`src/rtl/spi_sel_pkg.sv`:
```
// Shared types for the slave-select controller.
// Assumes: nothing beyond IEEE 1800-2017.
package spi_sel_pkg;

    // Transfer phase as seen by the select logic.
    typedef enum logic [1:0] {
        PH_IDLE  = 2'd0,
        PH_SETUP = 2'd1,
        PH_SHIFT = 2'd2,
        PH_HOLD  = 2'd3
    } xfer_phase_e;

    // Map a logical "asserted" flag to a pin level.
    function automatic logic to_pin(input logic asserted, input logic act_high);
        return act_high ? asserted : ~asserted;
    endfunction

endpackage

```
`src/rtl/spi_sel_timer.sv`:
```
// Saturating phase counter.
// Counts clock cycles spent in the current phase.
// Assumes: clr is pulsed on every phase change; MAX_CNT >= 1.
module spi_sel_timer #(
    parameter int MAX_CNT = 4,
    localparam int CW = $clog2(MAX_CNT + 1)
) (
    input  logic          clk,
    input  logic          rst_n,
    input  logic          clr_i,
    output logic [CW-1:0] cnt_o
);

    // Purpose: count up from zero after each clear, stop at MAX_CNT.
    always_ff @(posedge clk) begin
        if (!rst_n || clr_i) begin
            cnt_o <= '0;
        end else if (cnt_o != CW'(MAX_CNT)) begin
            cnt_o <= cnt_o + 1'b1;
        end
    end

    AST_CNT_BOUND: assert property (@(posedge clk) disable iff (!rst_n)
        cnt_o <= CW'(MAX_CNT));

endmodule

```
`src/rtl/spi_sel_seq.sv`:
```
// Transfer sequencer.
// Runs IDLE -> SETUP -> SHIFT -> HOLD -> IDLE.
// SETUP lasts LEAD_CYC cycles and ends with a launch pulse to the shift engine.
// SHIFT waits for the done pulse. HOLD lasts TRAIL_CYC cycles.
// Assumes: start and done are single-cycle pulses; LEAD_CYC, TRAIL_CYC >= 1.
module spi_sel_seq
    import spi_sel_pkg::*;
#(
    parameter int LEAD_CYC  = 2,
    parameter int TRAIL_CYC = 2
) (
    input  logic        clk,
    input  logic        rst_n,
    input  logic        start_i,
    input  logic        done_i,
    output xfer_phase_e phase_o,
    output logic        run_next_o,
    output logic        busy_o,
    output logic        shift_go_o
);

    localparam int MAXC = (LEAD_CYC > TRAIL_CYC) ? LEAD_CYC : TRAIL_CYC;
    localparam int CW   = $clog2(MAXC + 1);

    xfer_phase_e phase_q, phase_d;
    logic [CW-1:0] cnt;
    logic          phase_last;

    spi_sel_timer #(.MAX_CNT(MAXC)) u_timer (
        .clk   (clk),
        .rst_n (rst_n),
        .clr_i (phase_d != phase_q),
        .cnt_o (cnt)
    );

    // Purpose: flag the final cycle of a timed phase.
    always_comb begin
        case (phase_q)
            PH_SETUP: phase_last = (cnt == CW'(LEAD_CYC - 1));
            PH_HOLD:  phase_last = (cnt == CW'(TRAIL_CYC - 1));
            default:  phase_last = 1'b0;
        endcase
    end

    // Purpose: next-phase decision; start is honoured only in IDLE, done only in SHIFT.
    always_comb begin
        phase_d = phase_q;
        case (phase_q)
            PH_IDLE:  if (start_i)    phase_d = PH_SETUP;
            PH_SETUP: if (phase_last) phase_d = PH_SHIFT;
            PH_SHIFT: if (done_i)     phase_d = PH_HOLD;
            PH_HOLD:  if (phase_last) phase_d = PH_IDLE;
            default:                  phase_d = PH_IDLE;
        endcase
    end

    assign run_next_o = (phase_d != PH_IDLE);
    assign phase_o    = phase_q;

    // Purpose: phase register plus registered busy and launch outputs.
    always_ff @(posedge clk) begin
        if (!rst_n) begin
            phase_q    <= PH_IDLE;
            busy_o     <= 1'b0;
            shift_go_o <= 1'b0;
        end else begin
            phase_q    <= phase_d;
            busy_o     <= run_next_o;
            shift_go_o <= (phase_q == PH_SETUP) && (phase_d == PH_SHIFT);
        end
    end

    AST_BUSY_NEEDS_START: assert property (@(posedge clk) disable iff (!rst_n)
        $rose(busy_o) |-> $past(start_i));
    AST_GO_SINGLE: assert property (@(posedge clk) disable iff (!rst_n)
        shift_go_o |=> !shift_go_o);
    AST_START_IGNORED_IN_SHIFT: assert property (@(posedge clk) disable iff (!rst_n)
        (phase_q == PH_SHIFT && start_i && !done_i) |=> (phase_q == PH_SHIFT));
    AST_IDLE_DONE_IGNORED: assert property (@(posedge clk) disable iff (!rst_n)
        (phase_q == PH_IDLE && !start_i && done_i) |=> !busy_o);

endmodule

```
`src/rtl/spi_sel_pin.sv`:
```
// Select pin driver.
// Registers the logical select state and applies the programmed polarity.
// Assumes: the polarity bit is quasi-static; during reset the pin is the inverse of the polarity bit.
module spi_sel_pin
    import spi_sel_pkg::*;
(
    input  logic clk,
    input  logic rst_n,
    input  logic assert_next_i,
    input  logic act_high_i,
    output logic pin_o
);

    // Purpose: drive the inactive level in reset, otherwise the mapped level.
    always_ff @(posedge clk) begin
        if (!rst_n) begin
            pin_o <= ~act_high_i;
        end else begin
            pin_o <= to_pin(assert_next_i, act_high_i);
        end
    end

    AST_RESET_INACTIVE: assert property (@(posedge clk) disable iff (!rst_n)
        !$past(rst_n) |-> (pin_o == ~$past(act_high_i)));

endmodule

```
`src/rtl/spi_sel_ctrl.sv`:
```
// Slave-select controller for an SPI master (top).
// Automatic mode: select brackets each transfer launched by start_i.
// Manual mode: select follows cfg_sel_en.
// Assumes: one slave; shift engine accepts shift_go_o and returns xfer_done_i.
module spi_sel_ctrl
    import spi_sel_pkg::*;
#(
    parameter int LEAD_CYC  = 2,
    parameter int TRAIL_CYC = 2
) (
    input  logic clk,
    input  logic rst_n,
    input  logic cfg_auto_en,
    input  logic cfg_sel_en,
    input  logic cfg_act_high,
    input  logic start_i,
    input  logic xfer_done_i,
    output logic busy_o,
    output logic shift_go_o,
    output logic sel_o
);

    xfer_phase_e phase;
    logic        run_next;
    logic        assert_next;

    spi_sel_seq #(.LEAD_CYC(LEAD_CYC), .TRAIL_CYC(TRAIL_CYC)) u_seq (
        .clk        (clk),
        .rst_n      (rst_n),
        .start_i    (start_i),
        .done_i     (xfer_done_i),
        .phase_o    (phase),
        .run_next_o (run_next),
        .busy_o     (busy_o),
        .shift_go_o (shift_go_o)
    );

    // Purpose: choose the logical select source for the next cycle by mode.
    always_comb begin
        if (cfg_auto_en) begin
            assert_next = cfg_sel_en && run_next;
        end else begin
            assert_next = cfg_sel_en;
        end
    end

    spi_sel_pin u_pin (
        .clk           (clk),
        .rst_n         (rst_n),
        .assert_next_i (assert_next),
        .act_high_i    (cfg_act_high),
        .pin_o         (sel_o)
    );

    AST_MANUAL_TRACKS: assert property (@(posedge clk) disable iff (!rst_n)
        ($past(rst_n) && !$past(cfg_auto_en)) |->
        (sel_o == ($past(cfg_sel_en) ? $past(cfg_act_high) : ~$past(cfg_act_high))));
    AST_AUTO_IDLE_RELEASED: assert property (@(posedge clk) disable iff (!rst_n)
        ($past(cfg_auto_en) && !busy_o) |-> (sel_o == ~$past(cfg_act_high)));
    AST_GATED_OFF: assert property (@(posedge clk) disable iff (!rst_n)
        ($past(cfg_auto_en) && !$past(cfg_sel_en)) |-> (sel_o == ~$past(cfg_act_high)));
    AST_GO_UNDER_SELECT: assert property (@(posedge clk) disable iff (!rst_n)
        (shift_go_o && $past(cfg_auto_en) && $past(cfg_sel_en)) |->
        (sel_o == $past(cfg_act_high)));

endmodule

```
`config.mk`:
```
export PLATFORM = sky130hd
export DESIGN_NAME = spi_sel_ctrl
export DESIGN_NICKNAME = d
export VERILOG_FILES = /design/src/rtl/spi_sel_pkg.sv /design/src/rtl/spi_sel_timer.sv /design/src/rtl/spi_sel_seq.sv /design/src/rtl/spi_sel_pin.sv /design/src/rtl/spi_sel_ctrl.sv
export SDC_FILE = /design/constraint.sdc
export NUM_CORES = 1
export LEC_CHECK = 0
export ABC_AREA = 1
export BUFFER_PORTS_ARGS = -buffer_cell sky130_fd_sc_hd__buf_2
export CAP_MARGIN = 10
export CORE_AREA = 2 2 39 41
export CTS_BUF_LIST = sky130_fd_sc_hd__clkbuf_8
export DETAILED_ROUTE_END_ITERATION = 10
export DIE_AREA = 0 0 41 43
export SETUP_SLACK_MARGIN = 0.2
export SLEW_MARGIN = 20
export SYNTH_ARGS = -nofsm -noshare
export SYNTH_HDL_FRONTEND = slang
export SYNTH_SLANG_ARGS = --single-unit
```
`constraint.sdc`:
```
create_clock -name clk -period 1.2 [get_ports clk]
set_input_delay 0.12 -clock clk [delete_from_list [all_inputs] [get_ports clk]]
set_output_delay 0.12 -clock clk [all_outputs]
set_load 0.02 [all_outputs]
```
==> flow_summary.rst <==
.. list-table::
   :header-rows: 1

   * - Metric
     - Value
   * - Detailed Routing Iterations Pass 1
     - 3
   * - Worst EP arrival
     - 1180 ps
   * - Routed via count
     - 310
   * - Headroom to the max-slew limit
     - 90.4%
   * - Post-synthesis instance area
     - 320 µm²
   * - Slew Limit Fails
     - 0
   * - Result of the run
     - finished clean
   * - Yosys warning count
     - 0
   * - Via density
     - 4.08
   * - Fill cell total of the finished layout
     - 161
   * - Register share of total power
     - 35.1%
   * - Final core utilization
     - 37.6%
   * - Weighted congestion at the end of routability-driven global placement
     - 0.737
   * - CP Launch Point
     - u_seq.u_timer.cnt_o[1]$_SDFFE_PP0P_
   * - Total I/O pin count
     - 10
   * - Number of buffers created by CTS
     - 3
   * - Number of instances in the synthesized netlist
     - 44
   * - Count of nets after finishing
     - 70
   * - Actual transition at the worst max-transition pin
     - 143 ps
   * - Power density cells
     - 1620 nW/µm²
   * - Data required time of the worst path
     - 1320 ps
   * - Number of buffers inserted for hold repair after clock tree synthesis
     - 0
   * - Source of the worst register-to-register timing path
     - u_seq.u_timer.cnt_o[1]$_SDFFE_PP0P_
   * - Startpoint of the lowest-slack hold path
     - cfg_act_high
   * - Clk pin slew, worst setup/hold paths
     - 40 ps
   * - Hold Path Stages
     - 3
   * - HPWL reported at the end of detailed placement
     - 440 µm
   * - Total number of H-tree levels
     - 1
   * - Number of synthesized register bits
     - 7
   * - Starting utilization of the core area
     - 23.1%
   * - Worst hold path class
     - in -> reg
   * - CTS tree
     - yes
   * - Remaining routing DRC violations
     - 0
   * - Minimum setup slack after placement
     - 122 ps
   * - Die Area
     - 1760 µm²
   * - Largest net degree at the start of global routing
     - 5
   * - Peak clock frequency supported by timing
     - 947 MHz
   * - Crit. End Element
     - flip-flop
   * - Worst-case vdd ir drop
     - 609 µV
   * - Final TNS setup
     - 0 ps
   * - Starting DRC count in detailed routing
     - 6
   * - Core region area
     - 1380 µm²
   * - Cell internal pwr
     - 598 µW
   * - Count of cell types in the netlist
     - 11
   * - Net count of the mapped netlist
     - 53
   * - Post-layout min period
     - 1060 ps
   * - Wire per inst
     - 7.76 µm
   * - Relative contribution of combinational cells to total power
     - 26.8%
   * - Clock network fraction of total power
     - 38.1%
   * - Clk sink count
     - 7
   * - Synthesized area per cell
     - 7.28 µm²
   * - Count of endpoints failing hold in the final timing report
     - 0
   * - Final wirelength
     - 590 µm
   * - Number of buffers on the longest clock path
     - 2
   * - Switching portion of total power
     - 29.0%
   * - Die Height
     - 43 µm
   * - Area growth, synth to finish
     - 62.5%
   * - Chip width
     - 41 µm
   * - Unrepaired setup endpoints after global routing
     - true
   * - Skew-Pair Late Insertion Delay
     - 230 ps
   * - Type of the worst setup path
     - reg -> reg
   * - Leakage power figure
     - 0.265 nW
   * - Final setup violation count
     - 0
   * - Tot GR Track Use
     - 9.05%
   * - Ant. Diodes
     - 0
   * - Count of maximum capacitance violations
     - 0
   * - Fin worst setup slack
     - 144 ps
   * - Number of core rows
     - 14
   * - Register-to-Register Path Depth
     - 10
   * - DRT antenna net count
     - 0
   * - Crit share post-route
     - 88.0%
   * - Maximum fanout count along the critical path
     - 3
   * - Layout cells sized above 1
     - 56.7%
   * - Total power consumption of the routed design
     - 842 µW
   * - Startpoint kind of the worst setup timing path
     - flip-flop
   * - Total congestion overflow
     - 0
   * - Switching power summed over all nets
     - 244 µW
   * - Worst clock skew on the final layout
     - 1.89 ps
   * - Wire length of the first global-routing pass
     - 1010 µm
   * - Number of antenna violations at the first check in global routing
     - 0
   * - Vias in the first global route
     - 305
   * - Buffer cell driving the clock tree root
     - sky130_fd_sc_hd__clkbuf_8
   * - Count of input and output buffers
     - 9
   * - Proportion of synthesized chip area in sequential cells
     - 43.7%
## state kept, by name, indices dropped and copies added, names as in the netlist
register / flops
u_seq.phase_o: 2
u_seq.u_timer.cnt_o: 2
u_pin.pin_o: 1
u_seq.busy_o: 1
u_seq.shift_go_o: 1
## stage by stage
| step | hold slack (ps) | cell area (µm²) | cells |
|---|---|---|---|
| CTS | 121 | 493 | 76 |
| global route | 171 | 520 | 76 |
| global placement | 354 | 405 | 69 |
| floorplan | 250 | 340 | 44 |
| detailed placement | 353 | 405 | 69 |
| finish | 121 | 520 | 76 |
## routing by layer
| metal | vias up | track usage (%) | wire (µm) |
|---|---|---|---|
| li1 | 162 | - | - |
| met1 | 137 | 8.41 | 245 |
| met2 | 8 | 13.4 | 290 |
| met3 | 3 | 3.14 | 31 |
| met4 | 0 | 10.0 | 22 |
| met5 | - | 0 | 0 |
## critical path, stage by stage (launching register included)
cell	delay, ps
sky130_fd_sc_hd__dfxtp_2	340
sky130_fd_sc_hd__inv_2	40
sky130_fd_sc_hd__ha_4	160
sky130_fd_sc_hd__nand2_4	60
sky130_fd_sc_hd__nand2_2	50
sky130_fd_sc_hd__nand2_2	60
sky130_fd_sc_hd__nor2_2	30
sky130_fd_sc_hd__nand2_1	70
sky130_fd_sc_hd__nand2_1	50
sky130_fd_sc_hd__nand2_1	50
sky130_fd_sc_hd__nand2_1	40
## cell type report
| class | count | area, µm² | area share, % |
|---|---|---|---|
| clock buffer | 3 | 41.3 | 7.93 |
| sequential | 7 | 148 | 28.4 |
| clock inverter | 1 | 3.75 | 0.721 |
| timing repair buffer | 12 | 67.6 | 13.0 |
| inverter | 9 | 33.8 | 6.49 |
| tap | 16 | 20.0 | 3.85 |
| multi-input combinational | 28 | 206 | 39.7 |
## power groups by stage
| stage | combinational, mW | sequential, mW | clock (mW) |
|---|---|---|---|
| CTS | 0.199 | 0.294 | 0.322 |
| global route | 0.251 | 0.299 | 0.335 |
| floorplan | 0.107 | 0.304 | 0 |
| finish | 0.225 | 0.296 | 0.321 |
| detailed placement | 0.158 | 0.294 | 0 |
| global placement | 0.155 | 0.293 | 0 |
## logic make-up (layout without fill, tap and decap cells)
family	count (synthesis)	in the layout	share of synthesized area [%]
buffers and inverters	9	25	10.5
adders and majority gates	2	2	7.81
DFF	7	7	43.7
and+or+nand+nor	23	23	32.0
xor gates and xnor gates	1	1	2.73
AOI/OAI and AO/OA	2	2	3.13
## synth_stat cells
cell type,instances,area (µm²)
sky130_fd_sc_hd__inv_1,9,33.8
sky130_fd_sc_hd__nand2_1,9,33.8
sky130_fd_sc_hd__dfxtp_1,7,140
sky130_fd_sc_hd__nor2_1,5,18.8
sky130_fd_sc_hd__nand2_2,3,18.8
sky130_fd_sc_hd__nand3_1,3,15.0
sky130_fd_sc_hd__a21oi_1,2,10.0
sky130_fd_sc_hd__ha_1,2,25.0
sky130_fd_sc_hd__nor3_1,2,10.0
sky130_fd_sc_hd__nor2_2,1,6.26
sky130_fd_sc_hd__xor2_1,1,8.76
## cells in the final DEF, fill, tap and decap left out, types with 2 or more instances in the layout
cell type                  Yosys  routed
sky130_fd_sc_hd__a21oi_1       2       2
sky130_fd_sc_hd__buf_2         0       9
sky130_fd_sc_hd__buf_4         0       3
sky130_fd_sc_hd__clkbuf_8      0       3
sky130_fd_sc_hd__dfxtp_1       7       3
sky130_fd_sc_hd__dfxtp_2       0       3
sky130_fd_sc_hd__ha_4          0       2
sky130_fd_sc_hd__inv_1         9       8
sky130_fd_sc_hd__inv_2         0       2
sky130_fd_sc_hd__nand2_1       9       8
sky130_fd_sc_hd__nand2_2       3       3
sky130_fd_sc_hd__nand3_2       0       2
sky130_fd_sc_hd__nor2_1        5       3
sky130_fd_sc_hd__nor2_2        1       3
## repair_timing
item / in CTS / in global routing
buffers inserted: 3 / 0
gates cloned: 0 / 0
setup endpoints to repair: 3 / 4
gates resized for setup: 4 / 8
pin swaps: 3 / 6
## worst paths after layout
path	end	slack, ps
worst max-delay path	u_pin.pin_o$_DFF_P_	140
worst min-delay path	u_pin.pin_o$_DFF_P_	120
worst max register to register	u_pin.pin_o$_DFF_P_	140
worst min register to register	u_seq.shift_go_o$_SDFF_PN0_	520
Power figures use the tool's default switching activity.
